==> config.mk <==
export PLATFORM = sky130hd
export DESIGN_NAME = i2c_regbridge
export DESIGN_NICKNAME = d
export VERILOG_FILES = /design/src/rtl/i2cb_pkg.sv /design/src/rtl/i2cb_deglitch.sv /design/src/rtl/i2cb_bus_events.sv /design/src/rtl/i2cb_link.sv /design/src/rtl/i2c_regbridge.sv
export SDC_FILE = /design/constraint.sdc
export NUM_CORES = 1
export LEC_CHECK = 0
export BUFFER_PORTS_ARGS = -buffer_cell sky130_fd_sc_hd__buf_2
export CELL_PAD_IN_SITES_DETAIL_PLACEMENT = 0
export CELL_PAD_IN_SITES_GLOBAL_PLACEMENT = 1
export CORE_ASPECT_RATIO = 1.75
export CORE_MARGIN = 5
export CORE_UTILIZATION = 45
export DETAILED_ROUTE_END_ITERATION = 10
export GPL_ROUTABILITY_DRIVEN = 0
export HOLD_SLACK_MARGIN = 0.06
export PLACE_DENSITY_LB_ADDON = 0.1
export SYNTH_ARGS = -nofsm -noshare
export SYNTH_HDL_FRONTEND = slang
export SYNTH_HIERARCHICAL = 1
export SYNTH_SLANG_ARGS = --single-unit
export TNS_END_PERCENT = 5
==> constraint.sdc <==
create_clock -name clk -period 3.01 [get_ports clk]
set_input_delay 0.301 -clock clk [delete_from_list [all_inputs] [get_ports clk]]
set_output_delay 0.301 -clock clk [all_outputs]
set_load 0.02 [all_outputs]
==> src/rtl/i2cb_pkg.sv <==
package i2cb_pkg;

    typedef enum logic [2:0] {
        ST_IDLE,
        ST_RX,
        ST_RX_ACK,
        ST_TX,
        ST_TX_ACK,
        ST_IGNORE
    } link_state_e;

    typedef struct packed {
        logic rise;
        logic fall;
        logic start;
        logic stop;
    } bus_evt_t;

endpackage

==> src/rtl/i2cb_deglitch.sv <==
module i2cb_deglitch #(
    parameter int LINES    = 2,
    parameter int FILT_LEN = 3
) (
    input  logic             clk,
    input  logic             rst_n,
    input  logic [LINES-1:0] raw_i,
    output logic [LINES-1:0] clean_o
);

    typedef struct packed {
        logic [LINES-1:0][1:0]          sync;
        logic [LINES-1:0][FILT_LEN-1:0] hist;
        logic [LINES-1:0]               level;
    } filt_state_t;

    filt_state_t d, q;

    always_comb begin
        d = q;
        for (int i = 0; i < LINES; i++) begin
            d.sync[i] = {q.sync[i][0], raw_i[i]};
            d.hist[i] = {q.hist[i][FILT_LEN-2:0], q.sync[i][1]};
            if (&q.hist[i]) begin
                d.level[i] = 1'b1;
            end else if (~|q.hist[i]) begin
                d.level[i] = 1'b0;
            end
        end
    end

    always_ff @(posedge clk or negedge rst_n) begin
        if (!rst_n) begin
            q <= '1;
        end else begin
            q <= d;
        end
    end

    assign clean_o = q.level;

endmodule

==> src/rtl/i2cb_bus_events.sv <==
module i2cb_bus_events
    import i2cb_pkg::*;
(
    input  logic     clk,
    input  logic     rst_n,
    input  logic     scl_i,
    input  logic     sda_i,
    output bus_evt_t evt_o
);

    typedef struct packed {
        logic scl;
        logic sda;
    } prev_t;

    prev_t d, q;

    always_comb begin
        d.scl = scl_i;
        d.sda = sda_i;
    end

    always_ff @(posedge clk or negedge rst_n) begin
        if (!rst_n) begin
            q <= '1;
        end else begin
            q <= d;
        end
    end

    always_comb begin
        evt_o.rise  = scl_i & ~q.scl;
        evt_o.fall  = ~scl_i & q.scl;
        evt_o.start = scl_i & q.scl & q.sda & ~sda_i;
        evt_o.stop  = scl_i & q.scl & ~q.sda & sda_i;
    end

endmodule

==> src/rtl/i2cb_link.sv <==
module i2cb_link
    import i2cb_pkg::*;
#(
    parameter logic [6:0] DEV_ADDR = 7'h4A,
    parameter int         DATA_W   = 16
) (
    input  logic              clk,
    input  logic              rst_n,
    input  bus_evt_t          evt_i,
    input  logic              sda_i,
    input  logic [DATA_W-1:0] rd_value_i,
    output logic              drive_low_o,
    output logic              wr_strobe_o,
    output logic [7:0]        wr_index_o,
    output logic [DATA_W-1:0] wr_value_o,
    output logic [7:0]        rd_index_o,
    output logic              ignoring_o
);

    localparam int NBYTES = DATA_W / 8;
    localparam int POS_W  = $clog2(NBYTES + 3);
    localparam logic [POS_W-1:0] POS_INDEX = POS_W'(1);
    localparam logic [POS_W-1:0] POS_FIRST = POS_W'(2);
    localparam logic [POS_W-1:0] POS_LAST  = POS_W'(NBYTES + 1);
    localparam logic [POS_W-1:0] TB_LAST   = POS_W'(NBYTES - 1);

    typedef struct packed {
        link_state_e       st;
        logic [7:0]        shreg;
        logic [3:0]        bitcnt;
        logic [POS_W-1:0]  pos;
        logic              is_read;
        logic [7:0]        index;
        logic [DATA_W-1:0] wdata;
        logic [DATA_W-1:0] rhold;
        logic [POS_W-1:0]  tbyte;
        logic              mack;
        logic              drive;
        logic              strobe;
    } link_t;

    link_t d, q;
    logic [DATA_W-1:0] rshift;
    logic [7:0]        next_tx;

    always_comb begin
        d        = q;
        d.strobe = 1'b0;
        rshift   = q.rhold >> (8 * (int'(q.tbyte) + 1));
        next_tx  = rshift[7:0];

        if (evt_i.start) begin
            d.st     = ST_RX;
            d.bitcnt = '0;
            d.pos    = '0;
            d.drive  = 1'b0;
        end else if (evt_i.stop) begin
            d.st    = ST_IDLE;
            d.drive = 1'b0;
        end else begin
            case (q.st)
                ST_RX: begin
                    if (evt_i.rise) begin
                        d.shreg  = {q.shreg[6:0], sda_i};
                        d.bitcnt = q.bitcnt + 4'd1;
                    end else if (evt_i.fall && q.bitcnt == 4'd8) begin
                        d.bitcnt = '0;
                        d.st     = ST_RX_ACK;
                        d.drive  = 1'b1;
                        if (q.pos == '0) begin
                            d.is_read = q.shreg[0];
                            if (q.shreg[7:1] != DEV_ADDR) begin
                                d.st    = ST_IGNORE;
                                d.drive = 1'b0;
                            end
                        end else if (q.pos == POS_INDEX) begin
                            d.index = q.shreg;
                        end else if (q.pos >= POS_FIRST && q.pos <= POS_LAST) begin
                            d.wdata[8*(int'(q.pos)-2) +: 8] = q.shreg;
                        end else begin
                            d.st    = ST_IGNORE;
                            d.drive = 1'b0;
                        end
                    end
                end
                ST_RX_ACK: begin
                    if (evt_i.fall) begin
                        d.drive = 1'b0;
                        d.pos   = q.pos + 1'b1;
                        d.st    = ST_RX;
                        if (q.pos == POS_LAST) begin
                            d.strobe = 1'b1;
                        end
                        if (q.pos == '0 && q.is_read) begin
                            d.st     = ST_TX;
                            d.rhold  = rd_value_i;
                            d.shreg  = rd_value_i[7:0];
                            d.drive  = ~rd_value_i[7];
                            d.tbyte  = '0;
                            d.bitcnt = '0;
                        end
                    end
                end
                ST_TX: begin
                    if (evt_i.rise) begin
                        d.bitcnt = q.bitcnt + 4'd1;
                    end else if (evt_i.fall) begin
                        if (q.bitcnt == 4'd8) begin
                            d.drive  = 1'b0;
                            d.st     = ST_TX_ACK;
                            d.bitcnt = '0;
                        end else begin
                            d.shreg = {q.shreg[6:0], 1'b0};
                            d.drive = ~q.shreg[6];
                        end
                    end
                end
                ST_TX_ACK: begin
                    if (evt_i.rise) begin
                        d.mack = ~sda_i;
                    end else if (evt_i.fall) begin
                        if (q.mack && q.tbyte != TB_LAST) begin
                            d.tbyte = q.tbyte + 1'b1;
                            d.shreg = next_tx;
                            d.drive = ~next_tx[7];
                            d.st    = ST_TX;
                        end else begin
                            d.st = ST_IGNORE;
                        end
                    end
                end
                default: ;
            endcase
        end
    end

    always_ff @(posedge clk or negedge rst_n) begin
        if (!rst_n) begin
            q <= '{st: ST_IDLE, default: '0};
        end else begin
            q <= d;
        end
    end

    assign drive_low_o = q.drive;
    assign wr_strobe_o = q.strobe;
    assign wr_index_o  = q.index;
    assign wr_value_o  = q.wdata;
    assign rd_index_o  = q.index;
    assign ignoring_o  = (q.st == ST_IGNORE);

endmodule

==> src/rtl/i2c_regbridge.sv <==
module i2c_regbridge
    import i2cb_pkg::*;
#(
    parameter logic [6:0] DEV_ADDR = 7'h4A,
    parameter int         DATA_W   = 16,
    parameter int         FILT_LEN = 3
) (
    input  logic              clk,
    input  logic              rst_n,
    input  logic              scl_i,
    input  logic              sda_i,
    output logic              sda_drive_low_o,
    output logic              wr_strobe_o,
    output logic [7:0]        wr_index_o,
    output logic [DATA_W-1:0] wr_value_o,
    output logic [7:0]        rd_index_o,
    input  logic [DATA_W-1:0] rd_value_i
);

    logic [1:0] clean;
    logic       scl_f;
    logic       sda_f;
    bus_evt_t   evt;
    logic       scl_fall_w;
    logic       stop_w;
    logic       ignoring;

    i2cb_deglitch #(
        .LINES   (2),
        .FILT_LEN(FILT_LEN)
    ) u_filt (
        .clk    (clk),
        .rst_n  (rst_n),
        .raw_i  ({sda_i, scl_i}),
        .clean_o(clean)
    );

    assign scl_f = clean[0];
    assign sda_f = clean[1];

    i2cb_bus_events u_evt (
        .clk  (clk),
        .rst_n(rst_n),
        .scl_i(scl_f),
        .sda_i(sda_f),
        .evt_o(evt)
    );

    assign scl_fall_w = evt.fall;
    assign stop_w     = evt.stop;

    i2cb_link #(
        .DEV_ADDR(DEV_ADDR),
        .DATA_W  (DATA_W)
    ) u_link (
        .clk        (clk),
        .rst_n      (rst_n),
        .evt_i      (evt),
        .sda_i      (sda_f),
        .rd_value_i (rd_value_i),
        .drive_low_o(sda_drive_low_o),
        .wr_strobe_o(wr_strobe_o),
        .wr_index_o (wr_index_o),
        .wr_value_o (wr_value_o),
        .rd_index_o (rd_index_o),
        .ignoring_o (ignoring)
    );

endmodule

==> metrics.txt <==
number of maximum-capacitance violations 0; starting density of the core 46.0%; via count 2820; startpoint kind of the worst setup timing path flop; proportion of layout cells with a drive suffix above 1 31.9%; Min-Delay Path Class input port to flop; pwr dens 675 nW/um^2; Crit Path Max Fanout 9; antenna viol nets, final 0; final hold vios 0; area of the multi-input gates 1780 um^2; global-route usage over all layers 17.7%; Int Power 2070 uW; clock sinks 71; master cell of the clock root buffer clkbuf_16; storage element area 1790 um^2; antenna violations before repair 0; clock latency at the later pin of the worst-skew pair 0.33 ns; nets 451; # H-tree levels 3; via count of the first global-routing pass 2914; total wire length 8830 um; fraction of power spent switching nets 32.1%; summed instance area of the synthesized netlist 3990 um^2; post-cts resize count 0; clock period minus final worst setup slack 2.59 ns; clock slew seen by the registers of the worst setup and hold paths 0.06 ns; final antenna diode count 0; setup tns final 0 ns; Worst Setup End Kind flop; worst-case headroom to the max-slew limit 51.4%; die area 10900 um^2; row cnt 45; via/cell ratio 5.25; Worst Tran Pin Value 0.718 ns; estimated wirelength of the detail-placed design 6830 um; final worst clock skew 0.00815 ns; detailed-routing iteration count for the pre-antenna-repair pass 4; fmax 0.385 GHz; total congestion overflow after global routing 0; wire per inst 16.5 um; Crit path required time 3.26 ns; placed cell area 4180 um^2; final-layout worst hold slack 0.203 ns; status completed; count of synthesis-stage warnings from yosys 6; final standard cell area without fillers 4510 um^2; portion of total power attributed to the clock network 34.1%; data arrival at the endpoint of the critical path 2.84 ns; VDD IR-drop max 0.000435 V; total of endpoints with negative setup slack in the final report 0; switching power of the nets 978 uW; RSZ-0062 raised after global routing no; pin count of the biggest net entering global routing 41; Avg Cell Area, Syn 10.5 um^2; Hold-fix buffers, CTS 3; cell total after placement 518; top-level port count 54; DRC violation count after routing 0; synthesis-to-layout area growth 13.1%; cells after synthesis 381; classification of the worst setup path flop to flop; fin cells 537; initial drt markers 123; total leakage power 0.00211 uW; total chip power 3040 uW; Syn Nets 417; buffers from clock root to sink, at most 2; filler cell count 822; register share of total power 40.2%; Combinational Power Share 25.7%; share of the cycle needed by the critical path after routing 86.2%; Post-CTS Setup Repair Bufs 0; die extent in x 81.2 um; max-slew violation count 0; TritonCTS clock tree built; cts bufs inserted 9; port buffer count 53; global-route wire length before repair 14500 um; die height 135 um; core area 8670 um^2
-- area by class of cell --
cell class	count	area share, %
well taps	117	3.24
clock inverters	5	0.860
clock buffers	11	5.85
flip-flops and latches	71	39.8
repair buffers	70	9.15
multi-input cells	242	39.4
inverters	21	1.75
-- cell usage in the layout (no fill, tap or decap), types with 8 or more instances in the layout --
master	n
mux2i_1	11
nor2_1	15
dfstp_2	14
o21ai_0	10
buf_4	13
nand2_1	55
mux2_4	8
dfrtp_1	57
buf_2	53
clkbuf_16	10
inv_1	21
mux2_2	19
ha_1	16
a22oi_1	9
a21oi_1	10
o21ai_1	10
-- power by group through the flow --
stage,registers (uW),logic [uW],clock network [uW]
2_1_floorplan,1190,562,0
3_3_place_gp,1240,778,0
3_5_place_dp,1240,780,0
4_1_cts,1220,786,1080
5_1_grt,1240,872,1110
6_report,1220,783,1040
-- worst max-delay path, stage by stage (launching register included) --
cell and delay, ns:
dfrtp_1 0.47, inv_1 0.12, ha_1 0.33, nand2_1 0.11, ha_1 0.29, nor4bb_1 0.39, nand3_1 0.19, nor4_4 0.15
buf_4 0.23, mux2i_1 0.23
-- through the flow --
step	setup slack, ns	util [%]
floorplan	0.544	-
global placement	0.487	48.2
detailed placement	0.399	48.2
CTS	0.393	52.0
global route	0.234	52.0
finish	0.415	52.0
-- metal layers --
metal | GRT usage (%) | vias to the layer above | part of all wire (%)
li1 | - | 1362 | -
met1 | 18.9 | 1356 | 37
met2 | 32.2 | 83 | 56
met3 | 3.67 | 19 | 4.6
met4 | 8.18 | 0 | 2.2
met5 | 0 | - | 0
-- final timing paths --
kind,start,cells past startpoint,endpoint,slack (ns)
worst max register to register,u_link/q[49]$_DFFE_PN0P_,9,flop,0.42
worst min register to register,u_filt/d[9]$_DFF_PN1_,0,u_filt/d[2]$_DFF_PN1_,0.36
min in group asynchronous,rst_n,2,async pin,0.57
max in group asynchronous,rst_n,3,async pin,1.78
worst min-delay path,rd_value_i[11],2,u_link/q[17]$_DFFE_PN0P_,0.20
worst max-delay path,u_link/q[49]$_DFFE_PN0P_,9,flop,0.42
No activity file was read; power rests on OpenSTA's default activity.
